`src/rtl/spi_rp_pkg.sv`:
```
package spi_rp_pkg;
  localparam int DW = 8;
  localparam logic [3:0] CTRL_TAG = 4'b0100;
  localparam logic [DW-1:0] CFG_MASK = 8'b0011_1110;

  typedef enum logic [1:0] {FS_CTRL, FS_ADDR, FS_DATA, FS_SKIP} frame_st_e;

  typedef struct packed {
    logic seq_hold;
    logic haen;
    logic odr;
    logic pol;
  } cfg_t;
endpackage

```
`src/rtl/spi_rp_shift.sv`:
```
module spi_rp_shift
  import spi_rp_pkg::*;
#(
  parameter int SYNC = 2
) (
  input  logic          clk,
  input  logic          rst_n,
  input  logic          cs_n,
  input  logic          sck,
  input  logic          mosi,
  input  logic [DW-1:0] tx_byte,
  input  logic          tx_load,
  output logic          cs_act,
  output logic          byte_vld,
  output logic [DW-1:0] rx_byte,
  output logic          miso
);
  localparam int BW = $clog2(DW);

  logic [SYNC-1:0] cs_p, sck_p, mo_p;
  logic            sck_d;
  logic            cs_s, sck_s, mosi_s, rise, fall;
  logic [BW-1:0]   bit_q, bit_d;
  logic [DW-1:0]   rx_q, rx_d, tx_q, tx_d;
  logic            pend_q, pend_d, vld_q, vld_d;

  assign cs_s   = cs_p[SYNC-1];
  assign sck_s  = sck_p[SYNC-1];
  assign mosi_s = mo_p[SYNC-1];
  assign rise   = sck_s & ~sck_d & ~cs_s;
  assign fall   = ~sck_s & sck_d & ~cs_s;

  always_comb begin
    bit_d  = bit_q;
    rx_d   = rx_q;
    tx_d   = tx_q;
    pend_d = pend_q | tx_load;
    vld_d  = 1'b0;
    if (cs_s) begin
      bit_d  = '0;
      pend_d = 1'b0;
      tx_d   = '0;
    end else begin
      if (rise) begin
        rx_d  = {rx_q[DW-2:0], mosi_s};
        bit_d = bit_q + 1'b1;
        vld_d = (bit_q == BW'(DW-1));
      end
      if (fall) begin
        if (pend_q) begin
          tx_d   = tx_byte;
          pend_d = tx_load;
        end else begin
          tx_d = {tx_q[DW-2:0], 1'b0};
        end
      end
    end
  end

  always_ff @(posedge clk or negedge rst_n) begin
    if (!rst_n) begin
      cs_p   <= '1;
      sck_p  <= '0;
      mo_p   <= '0;
      sck_d  <= 1'b0;
      bit_q  <= '0;
      rx_q   <= '0;
      tx_q   <= '0;
      pend_q <= 1'b0;
      vld_q  <= 1'b0;
    end else begin
      cs_p   <= {cs_p[SYNC-2:0], cs_n};
      sck_p  <= {sck_p[SYNC-2:0], sck};
      mo_p   <= {mo_p[SYNC-2:0], mosi};
      sck_d  <= sck_s;
      bit_q  <= bit_d;
      rx_q   <= rx_d;
      tx_q   <= tx_d;
      pend_q <= pend_d;
      vld_q  <= vld_d;
    end
  end

  assign cs_act   = ~cs_s;
  assign byte_vld = vld_q;
  assign rx_byte  = rx_q;
  assign miso     = tx_q[DW-1];

  // a completed byte is a single-cycle strobe
  p_strobe_single_r12: assert property (@(posedge clk) disable iff (!rst_n)
    byte_vld |=> !byte_vld);
endmodule

```
`src/rtl/spi_rp_frame.sv`:
```
module spi_rp_frame
  import spi_rp_pkg::*;
#(
  parameter int NREG = 11
) (
  input  logic          clk,
  input  logic          rst_n,
  input  logic          cs_act,
  input  logic          byte_vld,
  input  logic [DW-1:0] rx_byte,
  input  logic [1:0]    hw_addr,
  input  cfg_t          cfg,
  output logic [DW-1:0] ptr,
  output logic          wr_en,
  output logic          tx_load,
  output logic          miso_oe
);
  localparam logic [DW-1:0] LAST = DW'(NREG - 1);

  frame_st_e     st_q, st_d;
  logic [DW-1:0] ptr_q, ptr_d;
  logic          rd_q, rd_d;
  logic          sel;

  assign sel = (rx_byte[7:4] == CTRL_TAG) && (!cfg.haen || rx_byte[2:1] == hw_addr);

  always_comb begin
    st_d    = st_q;
    ptr_d   = ptr_q;
    rd_d    = rd_q;
    wr_en   = 1'b0;
    tx_load = 1'b0;
    if (!cs_act) begin
      st_d = FS_CTRL;
    end else if (byte_vld) begin
      case (st_q)
        FS_CTRL: begin
          st_d = sel ? FS_ADDR : FS_SKIP;
          rd_d = rx_byte[0];
        end
        FS_ADDR: begin
          ptr_d   = rx_byte;
          st_d    = FS_DATA;
          tx_load = rd_q;
        end
        FS_DATA: begin
          wr_en   = !rd_q;
          tx_load = rd_q;
          if (!cfg.seq_hold) ptr_d = (ptr_q >= LAST) ? '0 : ptr_q + 1'b1;
        end
        default: ;
      endcase
    end
  end

  always_ff @(posedge clk or negedge rst_n) begin
    if (!rst_n) begin
      st_q  <= FS_CTRL;
      ptr_q <= '0;
      rd_q  <= 1'b0;
    end else begin
      st_q  <= st_d;
      ptr_q <= ptr_d;
      rd_q  <= rd_d;
    end
  end

  assign ptr     = ptr_q;
  assign miso_oe = cs_act && (st_q == FS_DATA) && rd_q;

  // stepping past the last register lands on 0x00
  p_wrap_r3: assert property (@(posedge clk) disable iff (!rst_n)
    (cs_act && byte_vld && st_q == FS_DATA && !cfg.seq_hold && ptr_q == LAST) |=> ptr_q == '0);
  // a held pointer survives a data byte
  p_hold_r4: assert property (@(posedge clk) disable iff (!rst_n)
    (cs_act && byte_vld && st_q == FS_DATA && cfg.seq_hold) |=> $stable(ptr_q));
  // an unselected frame neither drives nor writes
  p_skip_quiet_r5: assert property (@(posedge clk) disable iff (!rst_n)
    (st_q == FS_SKIP) |-> (!miso_oe && !wr_en));
endmodule

```
`src/rtl/spi_rp_regs.sv`:
```
module spi_rp_regs
  import spi_rp_pkg::*;
#(
  parameter int NREG     = 11,
  parameter int CFG_ADDR = 5
) (
  input  logic          clk,
  input  logic          rst_n,
  input  logic          wr_en,
  input  logic [DW-1:0] addr,
  input  logic [DW-1:0] wdata,
  output logic [DW-1:0] rdata,
  output cfg_t          cfg
);
  logic [DW-1:0] reg_q [NREG];

  for (genvar i = 0; i < NREG; i++) begin : g_reg
    localparam logic [DW-1:0] MASK = (i == CFG_ADDR) ? CFG_MASK : '1;
    logic          hit;
    logic [DW-1:0] nxt;
    always_comb begin
      hit = wr_en && (addr == DW'(i));
      nxt = hit ? (wdata & MASK) : reg_q[i];
    end
    always_ff @(posedge clk or negedge rst_n) begin
      if (!rst_n) reg_q[i] <= '0;
      else        reg_q[i] <= nxt;
    end
  end

  always_comb begin
    rdata = '0;
    for (int i = 0; i < NREG; i++) begin
      if (addr == DW'(i)) rdata = reg_q[i];
    end
  end

  assign cfg.seq_hold = reg_q[CFG_ADDR][5];
  assign cfg.haen     = reg_q[CFG_ADDR][3];
  assign cfg.odr      = reg_q[CFG_ADDR][2];
  assign cfg.pol      = reg_q[CFG_ADDR][1];

  // unimplemented configuration bits read as zero
  p_unimpl_zero_r2: assert property (@(posedge clk) disable iff (!rst_n)
    (addr == DW'(CFG_ADDR)) |-> ((rdata & ~CFG_MASK) == '0));
  // out-of-range pointer reads zero
  p_oob_zero_r11: assert property (@(posedge clk) disable iff (!rst_n)
    (addr >= DW'(NREG)) |-> (rdata == '0));
endmodule

```
`src/rtl/spi_rp_intfmt.sv`:
```
module spi_rp_intfmt
  import spi_rp_pkg::*;
(
  input  logic clk,
  input  logic rst_n,
  input  cfg_t cfg,
  input  logic irq_req,
  output logic int_pin,
  output logic int_oe
);
  logic pin_q, pin_d, oe_q, oe_d;

  always_comb begin
    if (cfg.odr) begin
      pin_d = 1'b0;
      oe_d  = irq_req;
    end else begin
      oe_d  = 1'b1;
      pin_d = cfg.pol ? irq_req : ~irq_req;
    end
  end

  always_ff @(posedge clk or negedge rst_n) begin
    if (!rst_n) begin
      pin_q <= 1'b1;
      oe_q  <= 1'b1;
    end else begin
      pin_q <= pin_d;
      oe_q  <= oe_d;
    end
  end

  assign int_pin = pin_q;
  assign int_oe  = oe_q;

  // open-drain mode never drives high
  p_od_low_r8: assert property (@(posedge clk) disable iff (!rst_n)
    $past(cfg.odr) |-> !int_pin);
  // push-pull mode always drives
  p_pp_driven_r9: assert property (@(posedge clk) disable iff (!rst_n)
    !$past(cfg.odr) |-> int_oe);
endmodule

```
`src/rtl/spi_regptr_slave.sv`:
```
module spi_regptr_slave
  import spi_rp_pkg::*;
#(
  parameter int NREG     = 11,
  parameter int CFG_ADDR = 5,
  parameter int SYNC     = 2
) (
  input  logic       clk,
  input  logic       rst_n,
  input  logic       cs_n,
  input  logic       sck,
  input  logic       mosi,
  output logic       miso,
  output logic       miso_oe,
  input  logic [1:0] hw_addr,
  input  logic       irq_req,
  output logic       int_pin,
  output logic       int_oe
);
  logic          cs_act, byte_vld, tx_load, wr_en;
  logic [DW-1:0] rx_byte, ptr, rdata;
  cfg_t          cfg;

  spi_rp_shift #(.SYNC(SYNC)) u_shift (
    .clk(clk), .rst_n(rst_n), .cs_n(cs_n), .sck(sck), .mosi(mosi),
    .tx_byte(rdata), .tx_load(tx_load), .cs_act(cs_act),
    .byte_vld(byte_vld), .rx_byte(rx_byte), .miso(miso)
  );

  spi_rp_frame #(.NREG(NREG)) u_frame (
    .clk(clk), .rst_n(rst_n), .cs_act(cs_act), .byte_vld(byte_vld),
    .rx_byte(rx_byte), .hw_addr(hw_addr), .cfg(cfg), .ptr(ptr),
    .wr_en(wr_en), .tx_load(tx_load), .miso_oe(miso_oe)
  );

  spi_rp_regs #(.NREG(NREG), .CFG_ADDR(CFG_ADDR)) u_regs (
    .clk(clk), .rst_n(rst_n), .wr_en(wr_en), .addr(ptr),
    .wdata(rx_byte), .rdata(rdata), .cfg(cfg)
  );

  spi_rp_intfmt u_int (
    .clk(clk), .rst_n(rst_n), .cfg(cfg), .irq_req(irq_req),
    .int_pin(int_pin), .int_oe(int_oe)
  );

  // MISO is enabled only while a frame is open
  p_oe_in_frame_r12: assert property (@(posedge clk) disable iff (!rst_n)
    miso_oe |-> cs_act);
endmodule

```
`config.mk`:
```
export PLATFORM = sky130hd
export DESIGN_NAME = spi_regptr_slave
export DESIGN_NICKNAME = d
export VERILOG_FILES = /design/src/rtl/spi_rp_pkg.sv /design/src/rtl/spi_rp_shift.sv /design/src/rtl/spi_rp_frame.sv /design/src/rtl/spi_rp_regs.sv /design/src/rtl/spi_rp_intfmt.sv /design/src/rtl/spi_regptr_slave.sv
export SDC_FILE = /design/constraint.sdc
export NUM_CORES = 1
export LEC_CHECK = 0
export BUFFER_PORTS_ARGS = -buffer_cell sky130_fd_sc_hd__buf_4
export CORE_ASPECT_RATIO = 1.4
export CORE_MARGIN = 2
export CORE_UTILIZATION = 40
export CTS_BUF_LIST = sky130_fd_sc_hd__clkbuf_4 sky130_fd_sc_hd__clkbuf_8 sky130_fd_sc_hd__clkbuf_16
export DETAILED_ROUTE_END_ITERATION = 12
export GPL_TIMING_DRIVEN = 0
export PLACE_DENSITY_LB_ADDON = 0.3
export REMOVE_ABC_BUFFERS = 1
export SYNTH_ARGS = -nofsm -noshare
export SYNTH_HDL_FRONTEND = slang
export SYNTH_SLANG_ARGS = --single-unit
```
`constraint.sdc`:
```
create_clock -name clk -period 2.3 [get_ports clk]
set_input_delay 0.345 -clock clk [delete_from_list [all_inputs] [get_ports clk]]
set_output_delay 0.345 -clock clk [all_outputs]
set_load 0.02 [all_outputs]
```
==> results by group, run 1 <==
Status
  • Status: finished with violations
  • Failing checks: setup timing

Place
  • Post-DP Area: 6349 sq um
  • GP Congestion: roughly 0.89
  • Port bufs: 11
  • DP Worst Slack: -1.220 ns
  • Post-DP HPWL: 9.592 mm

Yosys
  • Largest family of logic cells by synthesized area: multiplexers
  • Post-synth EDFFs: 0
  • Synth top cells by count: dfrtp_1, mux2_2, nand2_1
  • Synth async-reset ratio: 1.000
  • Netlist cell types: 58
  • Cells after Synth: 517
  • Most common cell in the synthesized netlist: dfrtp_1
  • Register area share after synthesis: 0.5130
  • Flops & latches, synth: ~130
  • Compound-Gate Fraction of Synth Area: 0.1266
  • Synth Flop Type: dfrtp_1
  • Synth Area in Simple Gates: 0.1209
  • Top post-synthesis cells by area: dfrtp_1, mux2_2, mux2_4
  • Syn_area_per_cell: 11.91 sq um
  • Post-synthesis mux area share: 0.1813
  • Ys Warns: 0
  • Post-Synth XOR/XNOR Area: 0.005691
  • Top-area cell type share of the netlist area: 0.4959
  • Adder-cell area share of the yosys netlist: 0.01829
  • Mapped cell area: just over 6000 sq um
  • Synth area leader: dfrtp_1

Clock network
  • Worst-Skew Late Latency: between 0.4 and 0.5 ns
  • Max Root-Sink Buffers: 2
  • CTS Sinks: approximately 130
  • CTS tree: done
  • Clk slew on worst S/H paths: 0.06 ns
  • Root cell of the clock tree: clkbuf_16
  • H-tree levels: 4
  • CTS Buf Count: 17

Critical path
  • Req. time, crit path: 2.66 ns
  • Reg2reg setup slack: -0.007 ns
  • Element type at the critical path end: register
  • Max incr delay on CP: about 0.45 ns
  • CP Launch Point: u_frame.ptr[0]
  • CP Data Arrival Time: about 2.7 ns
  • Reg2Reg Capture Point: u_shift.tx_q[3]
  • CP max stage cell: dfrtp_2
  • Worst r2r path cells: 8
  • Maximum fanout along the worst path: 6
  • Crit Path Class: reg2reg
  • Top cell by count, worst path: buf_4
  • Crit path to: u_shift.tx_q[3]
  • R2R Path Start: u_frame.ptr[0]
  • CP cell instances: buf_4 -> ha_4 -> buf_4 -> nor3b_1 -> o311ai_0 -> o2111ai_1 -> a211oi_2 -> a211o_1
  • Startpoint types: register

Power
  • Switching pwr: 0.001454 W
  • Reg power frac: 0.459
  • Power per standard cell area: slightly below 800 nW/um^2
  • Leak: around 3.4 nW
  • Switching Fraction: 0.2551
  • Internal: approximately 0.0042 W
  • Combinational power share: 0.036
  • Pwr Total: around 0.0057 W
  • IR drop worst, VDD: roughly 0.43 mV
  • Clk pwr share: 0.505

Layout
  • Cell area after layout: 7243 sq um
  • Layout cells sized above 1: 0.3481
  • Register area: 3162 sq um
  • Footprint of the multi-input gates: 2889 sq um
  • Fin nets: about 550
  • Antenna cells: 0
  • Area grow syn2layout: 17.66%
  • Filler instances: about 1300

GRT
  • Number of global-route vias before repair: between 4000 and 5000
  • Pin count of the biggest net entering global routing: between 100 and 150
  • Gr usage total: 0.1999
  • GRT overflow: 0
  • First-pass GRT wire length: around 24 mm
  • Initial antenna violation count: 0

Floorplan
  • Total die area: around 16000 sq um
  • Ports: 12
  • Rows: 53
  • Core region area: 15050 sq um
  • Initial Utilization: 0.4089
  • Die height: roughly 150 um
  • Die width: approximately 110 um

Timing
  • Worst Skew: between 0.007 and 0.008 ns
  • Final setup violation count: 1
  • RSZ-0062 raised after global routing: true
  • Final worst slack: -0.006944 ns
  • Slew Limit Fails: 0
  • Final Hold Vio Count: 0
  • Final period util: 1.003
  • Fmax: 0.4335 GHz
  • Setup TNS: -0.006944 ns
  • Hold Slack: between 0.02 and 0.03 ns
  • Least-Margin Pin Slew: roughly 0.8 ns
  • Min Tclk post-route: between 2 and 2.5 ns
  • Max_slew headroom: 0.4493

Detailed routing
  • Post-DRT Antenna Nets: 0
  • Routed vias: between 4000 and 5000
  • DR WL/cell: between 20 and 25 um
  • Initial DRC count: ~410
  • Total Wirelength: 15.53 mm
  • Drt first pass iters: 9
  • Vias/cell: between 5 and 6
  • DRC: 0

Worst hold path
  • HP Class: in2reg

Job
  • Max-cap violation count: 0
## how the worst min path moves through the flow
stage                                from          endpoint  slack [ns]  depth (start not counted)
after floorplan                     rst_n    u_frame.ptr[0]        0.05                          0
after global placement    u_shift.mo_p[0]   u_shift.mo_p[1]        0.33                          0
after detailed placement            rst_n  u_regs.reg_q[73]        0.23                          1
after CTS                            mosi   u_shift.mo_p[0]        0.02                          1
after global routing                 mosi   u_shift.mo_p[0]        0.01                          1
final                                cs_n   u_shift.cs_p[0]        0.03                          1
## layout make-up
cell class | instances | area share
timing repair buffer | 28 | 0.03645
multi-input combinational | 344 | 0.3989
inverter | 13 | 0.007255
clock buffer | 19 | 0.06167
clock inverter | 13 | 0.02608
sequential | 126 | 0.4365
tap | 192 | 0.03317
## logic make-up after synthesis
logic type / after synthesis
AO/OA/AOI/OAI: 109
XOR/XNOR: 4
adder cells (fa/ha/maj): 9
buffers and inverters: 47
flip-flops: 126
multiplexers: 96
AND/OR/NAND/NOR: 126
## power groups by stage
| stage | Clock (W) | Sequential [W] | Combinational (W) |
|---|---|---|---|
| 6_report | 0.00288 | 0.00262 | 0.000204 |
| 5_1_grt | 0.00302 | 0.00264 | 0.000231 |
| 4_1_cts | 0.00291 | 0.00262 | 0.000208 |
| 3_5_place_dp | 0 | 0.00266 | 0.000204 |
| 3_3_place_gp | 0 | 0.00265 | 0.000189 |
| 2_1_floorplan | 0 | 0.00247 | 0.000125 |
## critical path: cells and delay by family (launching register included)
family	cells	cell delay [ns]
AOI/OAI and AO/OA	4	1.14
and+or+nand+nor	1	0.12
adders and majority gates	1	0.20
DFF	1	0.45
buffers and inverters	2	0.31
## layout by cell type (no fill, tap or decap), types with 5 or more instances in the layout
| cell type | instances |
|---|---|
| nor2_1 | 24 |
| nand2_4 | 5 |
| a221o_1 | 5 |
| nand2b_1 | 9 |
| nor3_1 | 5 |
| nand3_1 | 11 |
| nand2_1 | 32 |
| a22o_1 | 6 |
| ha_1 | 5 |
| inv_1 | 10 |
| buf_4 | 23 |
| a21oi_1 | 24 |
| mux2_4 | 10 |
| mux2_2 | 82 |
| clkbuf_16 | 17 |
| dfrtp_1 | 119 |
| nor2b_1 | 5 |
| a221oi_1 | 8 |
| o21a_1 | 5 |
| o21ai_0 | 14 |
| a22oi_1 | 5 |
| nor3b_1 | 8 |
## through the flow
step	instances	utilization
detailed placement	687	0.4217
global placement	686	0.4197
finish	735	0.4812
global route	735	0.4812
floorplan	483	-
CTS	731	0.4771
## routing by layer
metal,wire length [um],GRT usage
met4,519,0.07885
met2,8010,0.3478
met5,0,0
met3,751,0.04303
met1,6245,0.2393
## sequential cells by signal, indices dropped and copies added (netlist names)
name / flops
u_int.int_oe: 1
u_frame.st_q: 2
u_regs.reg_q: 81
u_shift.mo_p: 2
u_shift.pend_q: 1
u_shift.sck_d: 1
u_shift.rx_byte: 8
u_regs.cfg: 4
u_shift.cs_p: 2
u_shift.byte_vld: 1
u_shift.sck_p: 2
u_shift.tx_q: 8
u_frame.ptr: 8
u_frame.rd_q: 1
u_shift.bit_q: 3
u_int.int_pin: 1
## what timing repair did
action	in CTS	in global routing
gates resized for setup	18	8
setup endpoints to repair	85	31
hold endpoints to repair	22	0
cloned	0	0
hold buffers	1	0
pin swaps	2	4
buffers inserted	11	4
Note: power is estimated with default switching activity, not from simulation.
==> run 2: changes to the inputs <==
- REMOVE_ABC_BUFFERS: 1 -> not set
==> run 2 against run 1 <==
  * Design area increased by 0.66%
  * The flow now finishes without violations
  * Sequential share of layout area decreased by 0.30 points
  * Count of clock-buffer cells in the layout decreased by 1
  * Wire length increased by 10%
==> results by group, run 2 (synthesized netlist as in run 1, its figures left out) <==
Worst hold path
  • HP Class: in2reg

Critical path
  • Req. time, crit path: 2.65 ns (about the same)
  • Buf/Inv on CP: 3 (+1)
  • Element type at the critical path end: register
  • Reg2reg setup slack: 0.08 ns (+0.09 ns)
  • Maximum fanout along the worst path: 10 (+4)
  • Startpoint types: register
  • Max incr delay on CP: 0.44 ns (about the same)
  • Family with the most delay on the worst path: compound AO/OA/AOI/OAI gates
  • CP cell instances: inv_2 -> ha_2 -> buf_4 -> clkbuf_8 -> a21oi_1 -> a221oi_2 -> o221ai_1 -> a22oi_1 -> o21a_1
  • Crit Path Class: reg2reg
  • CP Data Arrival Time: 2.57 ns (-0.10 ns)
  • CP max stage cell: dfrtp_2

Power
  • Switching pwr: 0.001501 W (+3.2%)
  • Combinational power share: 0.085 (+0.049)
  • IR drop worst, VDD: 0.4120 mV (-5.1%)
  • Leak: 3.436 nW (+0.46%)
  • Pwr Total: 0.005632 W (-1.2%)
  • Reg power frac: 0.429 (-0.030)
  • Power per standard cell area: 772.5 nW/um^2 (-1.8%)
  • Switching Fraction: 0.2665 (+0.01141)
  • Internal: 0.004131 W (-2.7%)
  • Clk pwr share: 0.486 (-0.019)

Floorplan
  • Initial Utilization: 0.4089 (unchanged)
  • Core region area: 15050 sq um (unchanged)
  • Total die area: 16410 sq um (unchanged)
  • Die width: 108.8 um (unchanged)
  • Rows: 53 (unchanged)
  • Ports: 12 (unchanged)
  • Die height: 150.8 um (unchanged)

Layout
  • Layout cells sized above 1: 0.3457 (-0.002387)
  • Biggest register: u_regs.reg_q
  • Antenna cells: 0 (unchanged)
  • Filler instances: 1338 (-0.45%)
  • Fin nets: 571 (+4.4%)
  • Max reg flops: 81 (unchanged)
  • Area grow syn2layout: 18.43%
  • Most frequent cells in the layout: dfrtp_1, mux2_2, nand2_1
  • Commonest non-fill, non-tap cell in the layout: dfrtp_1

Timing
  • Hold Slack: 0.03228 ns (+0.004140 ns)
  • Final Hold Vio Count: 0 (unchanged)
  • Fmax: 0.4511 GHz (+4.1%)
  • Least-Margin Pin Slew: 0.8119 ns (-0.01115 ns)
  • Worst Skew: 0.01049 ns (+0.003065 ns)
  • Min Tclk post-route: 2.217 ns (-0.09033 ns)
  • Slew Limit Fails: 0 (unchanged)
  • Final worst slack: 0.08338 ns (+0.09033 ns)
  • Setup TNS: 0 ns (+0.006944 ns)
  • Final setup violation count: 0 (-1)
  • Final period util: 0.9637 (-0.03927)
  • Max_slew headroom: 0.4567 (+0.007459)

GRT
  • Pin count of the biggest net entering global routing: 72 (-30%)
  • GRT overflow: 0 (unchanged)
  • First-pass GRT wire length: 27.30 mm (+12%)
  • Gr usage total: 0.2273 (+0.02737)
  • Initial antenna violation count: 0 (unchanged)
  • Number of global-route vias before repair: 4760 (+9.2%)

Detailed routing
  • Post-DRT Antenna Nets: 0 (unchanged)
  • Routed vias: 4468 (+3.9%)
  • Vias/cell: 5.887 (+0.62%)
  • Total Wirelength: 17.15 mm (+10%)
  • DR WL/cell: 22.60 um (+7.0%)
  • Initial DRC count: 267 (-35%)
  • DRC: 0 (unchanged)
  • Drt first pass iters: 5 (-4)

Job
  • Max-cap violation count: 0 (unchanged)

Place
  • DP Worst Slack: -0.5200 ns (+0.6998 ns)
  • Post-DP HPWL: 11.83 mm (+23%)
  • GP Congestion: 0.9210 (+3.2%)
  • Port bufs: 11 (unchanged)

Yosys
  • Synthesized net count: 534

Clock network
  • CTS tree: done
  • CTS Buf Count: 17 (unchanged)
  • Worst-Skew Late Latency: 0.42 ns (about the same)
  • H-tree levels: 4 (unchanged)
  • Max Root-Sink Buffers: 2 (unchanged)
  • Root cell of the clock tree: clkbuf_16
  • CTS Sinks: 126 (unchanged)
  • Clk slew on worst S/H paths: 0.06 ns (about the same)

Status
  • Status: completed
==> run 2: stage by stage <==
step,instances,util,instance area [sq um]
floorplan,517,-,6156
global placement,720,0.4304,6479
detailed placement,721,0.4325,6510
CTS,754,0.4787,7206
global route,759,0.4843,7291
finish,759,0.4843,7291
==> run 2: path summary, 6_finish.rpt <==
path                                  from              end  cells after the start
setup / recovery            u_frame.ptr[0]  u_shift.tx_q[4]                      9
hold / removal                        mosi  u_shift.mo_p[0]                      1
setup reg to reg            u_frame.ptr[0]  u_shift.tx_q[4]                      9
hold reg to reg            u_shift.mo_p[0]  u_shift.mo_p[1]                      0
max in group asynchronous            rst_n  u_shift.cs_p[0]                      3
min in group asynchronous            rst_n  u_shift.mo_p[0]                      2
==> run 2: what timing repair did <==
item	CTS	global route
hold buffers	1	0
setup endpoints to repair	39	36
pin swaps	1	5
gates resized for setup	25	22
setup buffers	0	5
hold endpoints to repair	53	0
==> run 2: final cells by class <==
class,count,area (sq um),area share
clock buffers,18,432.9,0.05938
repair buffers,18,161.4,0.02214
well taps,192,240.2,0.03295
clock inverters,14,170.2,0.02334
plain buffers,34,216.5,0.02969
multi-input cells,344,2860,0.3923
inverters,13,48.80,0.006693
flip-flops and latches,126,3161,0.4335
==> run 2: power by group through the flow <==
| stage | Combinational, W | Clock [W] | Sequential [W] |
|---|---|---|---|
| floorplan | 0.000243 | 0 | 0.00239 |
| global placement | 0.000457 | 0 | 0.00245 |
| detailed placement | 0.000480 | 0 | 0.00245 |
| CTS | 0.000488 | 0.00278 | 0.00241 |
| global route | 0.000521 | 0.00289 | 0.00242 |
| finish | 0.000481 | 0.00274 | 0.00241 |
==> run 2: routing by layer <==
layer	vias up	wire length (um)	GRT usage
met1	2301	6695	0.2673
met5	-	0	0
li1	1975	-	-
met4	0	735	0.1147
met3	43	683	0.03787
met2	149	9040	0.3969
==> run 3: changes to the inputs <==
- BUFFER_PORTS_ARGS: -buffer_cell sky130_fd_sc_hd__buf_4 -> not set
- DONT_BUFFER_PORTS: not set -> 1
==> run 3 against run 2 <==
  * The run now ends with hold timing left
  * Combinational power is 11% lower
  * Via count down 0.72%
  * Critical path depth down 1
  * Maximum frequency decreased by 1.8%
  * Count of clock-buffer cells in the layout rose by 2
  * Non-clock buffer count decreased by 13
  * Clock skew about the same
  * Global-route usage shrank 0.48 points
  * Clock power rose by 7.7%
  * Design area is 0.79% lower
  * Sequential power about the same
  * Largest cell class unchanged
==> results by group, run 3 (synthesized netlist as in run 1, its figures left out) <==
Status
  • Status: finished with violations
  • Failing checks: hold timing

GRT
  • First-pass GRT wire length: 26.74 mm (-2.0%)
  • Pin count of the biggest net entering global routing: 127 (+76%)
  • Gr usage total: 0.2225 (-0.004849)
  • GRT overflow: 0 (unchanged)
  • Initial antenna violation count: 0 (unchanged)
  • Number of global-route vias before repair: 4730 (-0.63%)

Clock network
  • Hold_buf cts: 3 (+2)
  • Max Root-Sink Buffers: 2 (unchanged)
  • Worst-Skew Late Latency: 0.43 ns (about the same)
  • Root cell of the clock tree: clkbuf_16
  • CTS tree: done
  • Clk slew on worst S/H paths: 0.06 ns (about the same)
  • H-tree levels: 4 (unchanged)
  • CTS Sinks: 126 (unchanged)
  • CTS Buf Count: 17 (unchanged)

Timing
  • Hold Slack: -0.3863 ns (-0.4186 ns)
  • Final Hold Vio Count: 126 (+126)
  • Least-Margin Pin Slew: 0.8558 ns (+0.04392 ns)
  • Slew Limit Fails: 0 (unchanged)
  • Max_slew headroom: 0.4273 (-0.02939)
  • Final setup violation count: 0 (unchanged)
  • Min Tclk post-route: 2.258 ns (+0.04093 ns)
  • Fmax: 0.4430 GHz (-1.8%)
  • Worst Skew: 0.01005 ns (-0.0004428 ns)
  • Final period util: 0.9815 (+0.01780)
  • Setup TNS: 0 ns (unchanged)

Critical path
  • CP Data Arrival Time: 2.57 ns (about the same)
  • R2R Path Start: u_frame.ptr[0]
  • Req. time, crit path: 2.61 ns (-0.04 ns)
  • Element type at the critical path end: register
  • Maximum fanout along the worst path: 10 (unchanged)
  • Crit Path Class: reg2reg
  • Startpoint types: register
  • CP Launch Point: u_frame.ptr[0]

Detailed routing
  • Post-DRT Antenna Nets: 0 (unchanged)
  • Vias/cell: 5.946 (+1.0%)
  • Initial DRC count: 275 (+3.0%)
  • Total Wirelength: 17.06 mm (-0.56%)
  • Routed vias: 4436 (-0.72%)
  • DRC: 0 (unchanged)
  • Drt first pass iters: 5 (unchanged)
  • DR WL/cell: 22.87 um (+1.2%)

Power
  • IR drop worst, VDD: 0.5349 mV (+30%)
  • Leak: 3.394 nW (-1.2%)
  • Power per standard cell area: 803.9 nW/um^2 (+4.1%)

Floorplan
  • Initial Utilization: 0.4089 (unchanged)
  • Core region area: 15050 sq um (unchanged)
  • Die width: 108.8 um (unchanged)
  • Rows: 53 (unchanged)
  • Ports: 12 (unchanged)
  • Total die area: 16410 sq um (unchanged)
  • Die height: 150.8 um (unchanged)

Place
  • Port bufs: 0 (-11)
  • Post-DP HPWL: 11.53 mm (-2.6%)
  • GP Congestion: 0.9064 (-1.6%)

Layout
  • Register area: 3159 sq um (about the same)
  • Filler instances: 1301 (-2.8%)
  • Area grow syn2layout: 17.50%
  • Fin nets: 558 (-2.3%)
  • Layout cells sized above 1: 0.3303 (-0.01535)
  • Antenna cells: 0 (unchanged)
  • Final core utilization: 0.4805 (-0.003823)
  • Biggest register: u_regs.reg_q
  • Max reg flops: 81 (unchanged)
  • Most frequent cells in the layout: dfrtp_1, mux2_2, nand2_1
  • Footprint of the multi-input gates: 2882 sq um (+0.74%)
  • Commonest non-fill, non-tap cell in the layout: dfrtp_1

Yosys
  • Synthesized net count: 534 (unchanged)

Job
  • Max-cap violation count: 0 (unchanged)

Worst hold path
  • HP Class: in2async
run 3: per-layer routing:
layer | wire [um] | share of wire | track usage
met1 | 6660 | 0.39 | 0.2548
met2 | 8569 | 0.50 | 0.3672
met3 | 776 | 0.045 | 0.05120
met4 | 1053 | 0.062 | 0.1506
met5 | 0 | 0 | 0
run 3: final cells by class:
type	instances	share of cell area
inverters	13	0.006746
clock buffers	20	0.06452
flip-flops and latches	126	0.4368
clock inverters	12	0.02526
multi-input cells	344	0.3984
repair buffers	5	0.006227
well taps	192	0.03321
plain buffers	34	0.02889
run 3: through the flow:
step | cells | cell area (sq um) | total power, W | setup slack [ns]
after floorplan | 517 | 6156 | 0.002632 | 0.2685
final | 746 | 7233 | 0.005815 | 0.04245
after global placement | 709 | 6396 | 0.002868 | -0.4693
after CTS | 744 | 7151 | 0.005823 | -0.02651
after global routing | 746 | 7233 | 0.005976 | -0.01459
after detailed placement | 709 | 6396 | 0.002887 | -0.4842
run 3: final timing paths:
path / cells after the start / to / slack (ns)
worst min-delay path: 0 / u_regs.reg_q[35] / -0.39
worst max register to register: 8 / u_shift.tx_q[3] / 0.04
worst min register to register: 0 / u_shift.mo_p[1] / 0.35
min in group clk: 1 / u_int.int_oe / 0.03
max in group asynchronous: 0 / u_shift.cs_p[1] / 2.44
worst max-delay path: 8 / u_shift.tx_q[3] / 0.04
run 3: critical path, stage by stage, from the launching register on:
cell and delay [ns]:
dfrtp_1 0.43, inv_2 0.09, ha_2 0.22, clkbuf_4 0.19
nor2b_1 0.20, a22o_1 0.23, a311oi_2 0.34, a211oi_1 0.12
a211o_1 0.31
run 3: power breakdown:
part	internal, W	switching, W
clock	0.00191	0.00105
sequential	0.00229	0.000146
combinational	0.000119	0.000309
total	0.00431	0.00150
run 3: what timing repair did:
item,in CTS,in global routing
hold endpoints to repair,129,126
gates resized for setup,22,27
setup endpoints to repair,40,54
pin swaps,2,3
buffers inserted,0,2
